## config.mk

```make
export PLATFORM = sky130hd
export DESIGN_NAME = dram_refresh_sched
export DESIGN_NICKNAME = d
export VERILOG_FILES = /design/src/rtl/refsch_pkg.sv /design/src/rtl/refsch_interval_timer.sv /design/src/rtl/refsch_strobe_seq.sv /design/src/rtl/dram_refresh_sched.sv
export SDC_FILE = /design/constraint.sdc
export NUM_CORES = 1
export LEC_CHECK = 0
export ABC_AREA = 1
export BUFFER_PORTS_ARGS = -buffer_cell sky130_fd_sc_hd__buf_2
export CAP_MARGIN = 5
export CORE_MARGIN = 2
export CORE_UTILIZATION = 60
export DETAILED_ROUTE_END_ITERATION = 6
export PLACE_DENSITY = 0.79
export SLEW_MARGIN = 20
export SYNTH_ARGS = -nofsm -noshare
export SYNTH_HDL_FRONTEND = slang
export SYNTH_SLANG_ARGS = --single-unit
```

## constraint.sdc

```tcl
create_clock -name clk -period 2.27 [get_ports clk]
set_input_delay 0.227 -clock clk [delete_from_list [all_inputs] [get_ports clk]]
set_output_delay 0.227 -clock clk [all_outputs]
set_load 0.05 [all_outputs]
```

## src/rtl/refsch_pkg.sv

```systemverilog
package refsch_pkg;

    typedef enum logic [2:0] {
        SQ_IDLE,
        SQ_SETUP,   // column strobes low, row strobe high
        SQ_HOLD,    // all strobes low
        SQ_RAS,     // row strobe low only
        SQ_PRE      // all high, row precharge
    } seq_state_e;

    typedef enum logic [1:0] {
        PH_PAUSE,
        PH_INIT,
        PH_RUN
    } phase_e;

endpackage

```

## src/rtl/refsch_interval_timer.sv

```systemverilog
module refsch_interval_timer #(
    parameter int PERIOD = 781
) (
    input  logic clk,
    input  logic rst_n,
    input  logic run,
    output logic tick
);
    localparam int CW = $clog2(PERIOD + 1);

    logic [CW-1:0] cnt_d, cnt_q;

    always_comb begin
        tick  = run && (cnt_q == CW'(PERIOD - 1));
        cnt_d = cnt_q;
        if (!run || tick) cnt_d = '0;
        else              cnt_d = cnt_q + 1'b1;
    end

    always_ff @(posedge clk or negedge rst_n) begin
        if (!rst_n) cnt_q <= '0;
        else        cnt_q <= cnt_d;
    end

    // ticks are isolated single-cycle pulses
    a_r6_tick_single: assert property (@(posedge clk) disable iff (!rst_n)
        tick |=> !tick);

endmodule

```

## src/rtl/refsch_strobe_seq.sv

```systemverilog
module refsch_strobe_seq
    import refsch_pkg::*;
#(
    parameter int CSR_CYC = 1,
    parameter int CHR_CYC = 1,
    parameter int RAS_CYC = 3,
    parameter int RP_CYC  = 2
) (
    input  logic clk,
    input  logic rst_n,
    input  logic start,
    output logic done,
    output logic busy,
    output logic ras_n,
    output logic cas_n
);
    localparam int M1   = (CSR_CYC > RAS_CYC) ? CSR_CYC : RAS_CYC;
    localparam int MAXC = (M1 > RP_CYC) ? M1 : RP_CYC;
    localparam int CW   = $clog2(MAXC + 1);

    typedef struct packed {
        seq_state_e    st;
        logic [CW-1:0] cnt;
    } seq_t;

    seq_t s_d, s_q;

    always_comb begin
        s_d  = s_q;
        done = 1'b0;
        case (s_q.st)
            SQ_IDLE: begin
                if (start) begin
                    s_d.st  = SQ_SETUP;
                    s_d.cnt = '0;
                end
            end
            SQ_SETUP: begin
                if (s_q.cnt == CW'(CSR_CYC - 1)) begin
                    s_d.st  = SQ_HOLD;
                    s_d.cnt = '0;
                end else s_d.cnt = s_q.cnt + 1'b1;
            end
            SQ_HOLD: begin
                if (s_q.cnt == CW'(CHR_CYC - 1)) begin
                    s_d.st  = SQ_RAS;
                    s_d.cnt = '0;
                end else s_d.cnt = s_q.cnt + 1'b1;
            end
            SQ_RAS: begin
                if (s_q.cnt == CW'(RAS_CYC - CHR_CYC - 1)) begin
                    s_d.st  = SQ_PRE;
                    s_d.cnt = '0;
                end else s_d.cnt = s_q.cnt + 1'b1;
            end
            SQ_PRE: begin
                if (s_q.cnt == CW'(RP_CYC - 1)) begin
                    done    = 1'b1;
                    s_d.st  = start ? SQ_SETUP : SQ_IDLE;
                    s_d.cnt = '0;
                end else s_d.cnt = s_q.cnt + 1'b1;
            end
            default: s_d = '{st: SQ_IDLE, cnt: '0};
        endcase
    end

    always_ff @(posedge clk or negedge rst_n) begin
        if (!rst_n) s_q <= '{st: SQ_IDLE, cnt: '0};
        else        s_q <= s_d;
    end

    assign busy  = (s_q.st != SQ_IDLE);
    assign ras_n = !((s_q.st == SQ_HOLD) || (s_q.st == SQ_RAS));
    assign cas_n = !((s_q.st == SQ_SETUP) || (s_q.st == SQ_HOLD));

    // Checker state: cycles the row strobe has been high, saturating
    localparam int HW = $clog2(RP_CYC + 2);
    logic [HW-1:0] hi_q;
    always_ff @(posedge clk or negedge rst_n) begin
        if (!rst_n)                    hi_q <= HW'(RP_CYC);
        else if (!ras_n)               hi_q <= '0;
        else if (hi_q < HW'(RP_CYC))   hi_q <= hi_q + 1'b1;
    end

    // column strobes are already low in the cycle before the row strobe falls
    a_r3_cas_before_ras: assert property (@(posedge clk) disable iff (!rst_n)
        $fell(ras_n) |-> ($past(cas_n) == 1'b0 && cas_n == 1'b0));

    // enough precharge before each row strobe fall
    a_r4_precharge: assert property (@(posedge clk) disable iff (!rst_n)
        $fell(ras_n) |-> (hi_q >= HW'(RP_CYC)));

endmodule

```

## src/rtl/dram_refresh_sched.sv

```systemverilog
module dram_refresh_sched
    import refsch_pkg::*;
#(
    parameter int CLK_MHZ      = 50,
    parameter int LOW_POWER    = 0,
    parameter int ROWS         = 512,
    parameter int PAUSE_US     = 200,
    parameter int INIT_CYCLES  = 8,
    parameter int OWED_MAX     = 4,
    parameter int CSR_CYC      = 1,
    parameter int CHR_CYC      = 1,
    parameter int RAS_CYC      = 3,
    parameter int RP_CYC       = 2,
    localparam int OWW = $clog2(((INIT_CYCLES > OWED_MAX) ? INIT_CYCLES : OWED_MAX) + 1)
) (
    input  logic           clk,
    input  logic           rst_n,
    input  logic           gnt,
    output logic           req,
    output logic           ready,
    output logic [OWW-1:0] owed,
    output logic           overflow,
    output logic           busy,
    output logic           ras_n,
    output logic [1:0]     cas_n,
    output logic           we_n
);
    localparam int PERIOD_MS    = (LOW_POWER != 0) ? 128 : 8;
    localparam int INTERVAL_NS  = PERIOD_MS * 1000000 / ROWS;
    localparam int INTERVAL_CYC = INTERVAL_NS * CLK_MHZ / 1000;
    localparam int PAUSE_CYC    = PAUSE_US * CLK_MHZ;
    localparam int PW           = $clog2(PAUSE_CYC + 1);

    typedef struct packed {
        phase_e         ph;
        logic [PW-1:0]  pcnt;
        logic [OWW-1:0] owed;
        logic           ovf;
    } top_t;

    top_t r_d, r_q;
    logic tick, start, seq_done, seq_busy, seq_ras_n, seq_cas_n;

    refsch_interval_timer #(.PERIOD(INTERVAL_CYC)) u_timer (
        .clk   (clk),
        .rst_n (rst_n),
        .run   (r_q.ph == PH_RUN),
        .tick  (tick)
    );

    refsch_strobe_seq #(
        .CSR_CYC (CSR_CYC),
        .CHR_CYC (CHR_CYC),
        .RAS_CYC (RAS_CYC),
        .RP_CYC  (RP_CYC)
    ) u_seq (
        .clk   (clk),
        .rst_n (rst_n),
        .start (start),
        .done  (seq_done),
        .busy  (seq_busy),
        .ras_n (seq_ras_n),
        .cas_n (seq_cas_n)
    );

    always_comb begin
        r_d   = r_q;
        start = (r_q.ph != PH_PAUSE) && (r_q.owed != '0) && gnt
                && (!seq_busy || seq_done);
        case (r_q.ph)
            PH_PAUSE: begin
                if (r_q.pcnt == PW'(PAUSE_CYC - 1)) begin
                    r_d.ph   = PH_INIT;
                    r_d.owed = OWW'(INIT_CYCLES);
                end else r_d.pcnt = r_q.pcnt + 1'b1;
            end
            PH_INIT: begin
                if (start) r_d.owed = r_q.owed - 1'b1;
                else if (seq_done && r_q.owed == '0) r_d.ph = PH_RUN;
            end
            PH_RUN: begin
                if (tick && !start) begin
                    if (r_q.owed == OWW'(OWED_MAX)) r_d.ovf  = 1'b1;
                    else                           r_d.owed = r_q.owed + 1'b1;
                end else if (start && !tick) begin
                    r_d.owed = r_q.owed - 1'b1;
                end
            end
            default: r_d.ph = PH_PAUSE;
        endcase
    end

    always_ff @(posedge clk or negedge rst_n) begin
        if (!rst_n) r_q <= '{ph: PH_PAUSE, pcnt: '0, owed: '0, ovf: 1'b0};
        else        r_q <= r_d;
    end

    assign req      = (r_q.ph != PH_PAUSE) && (r_q.owed != '0);
    assign ready    = (r_q.ph == PH_RUN);
    assign owed     = r_q.owed;
    assign overflow = r_q.ovf;
    assign busy     = seq_busy;
    assign ras_n    = seq_ras_n;
    assign cas_n    = {2{seq_cas_n}};
    assign we_n     = 1'b1;

    // strobes idle during the power-up pause
    a_r1_quiet_pause: assert property (@(posedge clk) disable iff (!rst_n)
        (r_q.ph == PH_PAUSE) |-> (ras_n && cas_n == 2'b11 && !busy));

    // ready never drops once raised
    a_r2_ready_holds: assert property (@(posedge clk) disable iff (!rst_n)
        ready |=> ready);

    // a refresh cycle begins only after a sampled grant
    a_r7_start_on_grant: assert property (@(posedge clk) disable iff (!rst_n)
        $fell(cas_n[0]) |-> $past(gnt));

    // owed count bounded during normal operation
    a_r9_owed_cap: assert property (@(posedge clk) disable iff (!rst_n)
        ready |-> (owed <= OWW'(OWED_MAX)));

    // overflow is sticky
    a_r9_overflow_sticky: assert property (@(posedge clk) disable iff (!rst_n)
        overflow |=> overflow);

endmodule

```

==> impl_metrics.json <==
{
  "hold_path_class": "input pin to async pin",
  "postCtsSetupBuffers": 0,
  "slew_viol_final": 0,
  "synth_adder_area_share_pct": 7.475,
  "vias_per_cell": 5.094,
  "die_h_um": 66.50,
  "cts_max_path_buffers": 2,
  "die-area_sq_um": 4422,
  "cp_cell_sequence": "inv_1 > ha_1 > nand2_1 > nand3_4 > nor2_4 > inv_1 > ha_2 > nand2_1 > nor2_1 > inv_1 > nand2_1 > inv_1 > nand2_2 > nor2_2 > nand2_1 > nand2_1",
  "die_width_um": 66.50,
  "finalCritPeriodShare_pct": 89.62,
  "h-tree-depth": 2,
  "fin_cells": 383,
  "crit_type": "register to register",
  "final_area_sq_um": 2552,
  "drv_cap": 0,
  "arrival_ps": 2220,
  "placed_cell_area_sq_um": 2426,
  "cts-root-buf": "clkbuf_8",
  "grt_usage_pct": 23.24,
  "yosysSeqAreaShare_pct": 38.44,
  "placed_cells": 375,
  "grt_max_degree": 37,
  "period_needed_ps": 2034,
  "syn_avg_cell_area_sq_um": 7.346,
  "wl_per_cell_um": 11.55,
  "ys_seq_elements": 36,
  "core_sq_um": 3716,
  "cts_buffers": 5,
  "totalWireLength_um": 4425,
  "hpwl_um": 3346,
  "grt_antenna_before_repair": 0,
  "hold_viol": 0,
  "synth-simple-area-share_pct": 33.16,
  "cts.sinks": 36,
  "start_kind": "register",
  "place_congestion": 0.9790,
  "vias": 1951,
  "synthToLayoutAreaGrowth_pct": 8.916,
  "synth-compound-area-share_pct": 4.645,
  "finalSetupViolCount": 0,
  "firstDrtPassIters": 4,
  "io_pins": 15,
  "portBuffers": 13,
  "vdd_ir_drop_max_mv": 0.4551,
  "rsz0062_at_grt": "false",
  "diodes": 0,
  "clk_pin_slew_ps": 70,
  "postRouteAntennaNets": 0,
  "slew_headroom_pct": 49.40,
  "row_count": 22,
  "synth_mux_area_share_pct": 0,
  "fmax_ghz": 0.4915,
  "synth_nets": 336,
  "outcome": "complete, no violations",
  "slowest_delay_ps": 380,
  "finalSetupTns_ps": 0,
  "p_per_area_nw_per_um2": 443.3,
  "drt_iter0_drc": 191,
  "required_ps": 2450,
  "cts_tree": "built",
  "gr-total-overflow": 0,
  "yosys_warnings": 0,
  "critPathMaxFanout": 4,
  "drive_gt1_share_pct": 12.24,
  "ctsHoldBuffers": 0,
  "nNetsFinal": 351,
  "worst_skew_pair.late_latency_ps": 290,
  "grt_pass1_vias": 1906,
  "end_kind": "register",
  "grt_pass1_wl_um": 7997,
  "crit_slowest_cell": "dfrtp_1",
  "cpMostUsedCell": "nand2_1",
  "synth_area_sq_um": 2343,
  "synth_cells": 319,
  "synth_xor_area_share_pct": 5.980,
  "worstMarginPinSlew_ps": 759.0,
  "synth_top_family_by_area": "simple AND/OR/NAND/NOR gates",
  "start_util_pct": 63.06,
  "drc": 0,
  "ys_types": 28,
  "fin_worst_skew_ps": 6.195,
  "power.leakage_uw": 0.001238
}
-- final timing paths --
| kind | to | cells past startpoint | start | slack, ps |
|---|---|---|---|---|
| min | r_q[12]$_DFFE_PN0P_ | 1 | rst_n | 4 |
| min reg2reg | overflow$_DFFE_PN0P_ | 1 | overflow$_DFFE_PN0P_ | 470 |
| max reg2reg | owed[3]$_DFFE_PN0P_ | 16 | owed[0]$_DFFE_PN0P_ | 240 |
| max in group asynchronous | u_timer.cnt_q[0]$_DFF_PN0_ | 1 | rst_n | 1730 |
| min in group clk | u_seq.s_q[0]$_DFFE_PN0P_ | 4 | gnt | 380 |
| max | owed[3]$_DFFE_PN0P_ | 16 | owed[0]$_DFFE_PN0P_ | 240 |
-- worst max-delay path: cells and delay by family, from the launching register on --
kind | cells | cell delay, ps
adders and majority gates | 2 | 440
buffers and inverters | 4 | 330
DFF | 1 | 380
and+or+nand+nor | 10 | 790
-- cell families (layout without fill, tap and decap cells) --
logic type	after synthesis	after routing
other	1	1
DFF	36	36
adders and majority gates	14	14
xor gates and xnor gates	16	16
and+or+nand+nor	182	182
buffers and inverters	52	68
AOI/OAI and AO/OA	18	18
-- cells in the mapped netlist --
library cell	number	area, sq um
nand2_1	85	319.1
nor2_1	45	168.9
inv_1	42	157.7
dfrtp_1	36	900.9
nand3_1	30	150.1
xor2_1	15	131.4
ha_1	14	175.2
buf_4	8	60.06
nor3_1	8	40.04
o21ai_0	7	35.03
a21oi_1	5	25.02
nand4_1	3	18.77
nand2_2	2	12.51
nor2_2	2	12.51
nor3b_1	2	15.01
o211ai_1	2	15.01
or2_2	2	12.51
and3_1	1	6.260
buf_2	1	5.000
buf_8	1	15.01
conb_1	1	3.750
nand2_4	1	11.26
nand3_2	1	10.01
o21a_1	1	7.510
o21bai_1	1	7.510
o21bai_2	1	11.26
o31ai_1	1	7.510
xnor2_1	1	8.760
-- cell type report --
| type | count | area [sq um] |
|---|---|---|
| Multi-Input combinational cell | 231 | 1236 |
| Fill cell | 323 | 1164 |
| Sequential cell | 36 | 902.1 |
| Inverter | 42 | 157.7 |
| Timing Repair Buffer | 18 | 102.6 |
| Clock buffer | 7 | 86.33 |
| Tap cell | 48 | 60.06 |
| Clock inverter | 1 | 7.507 |
-- registers in the layout, summed over array words and instances, names as in the netlist --
signal         flops
overflow           1
u_seq.s_q          5
u_timer.cnt_q     10
owed               4
r_q               16
-- power by group --
group | switching (uW) | total, uW | internal (uW)
clock network | 227 | 473 | 247
logic | 15.8 | 17.0 | 1.24
registers | 0 | 641 | 641
total | 243 | 1130 | 889
-- stage by stage --
| stage | setup slack, ps | utilization, % | hold WS, ps | power, uW |
|---|---|---|---|---|
| after floorplan | 83.26 | - | -68.59 | 658.6 |
| after global placement | 263.4 | 65.29 | 340.7 | 670.9 |
| after detailed placement | 160.1 | 65.29 | 346.6 | 671.1 |
| after CTS | 134.4 | 67.81 | 34.02 | 1144 |
| after global routing | 22.15 | 68.69 | 91.55 | 1167 |
| final | 235.6 | 68.69 | 3.609 | 1131 |
-- routing by layer --
metal  vias to the layer above  routed length, um  GRT usage (%)
met2                        36               2121          38.25
li1                       1020                  -              -
met4                         0                 41          7.653
met5                         -                  0              0
met3                         4                155          5.743
met1                       891               2107          29.85
-- repair_timing --
action                     in CTS  in global routing
gates resized for setup         0                 10
setup endpoints to repair       0                  4
hold endpoints to repair        0                  0
-- layout by cell type, fill, tap and decap left out --
master,count
a21oi_1,5
and3_1,1
buf_2,13
buf_4,5
clkbuf_1,1
clkbuf_8,6
clkinvlp_4,1
conb_1,1
dfrtp_1,35
dfrtp_2,1
ha_1,13
ha_2,1
inv_1,41
inv_2,1
nand2_1,85
nand2_2,2
nand2_4,1
nand3_1,28
nand3_2,2
nand3_4,1
nand4_1,3
nor2_1,44
nor2_2,2
nor2_4,1
nor3_1,8
nor3b_1,2
o211ai_1,2
o21a_1,1
o21ai_0,6
o21ai_2,1
o21bai_1,1
o21bai_2,1
o31ai_1,1
or2_2,2
xnor2_1,1
xor2_1,15
(Power assumes the default switching activity.)
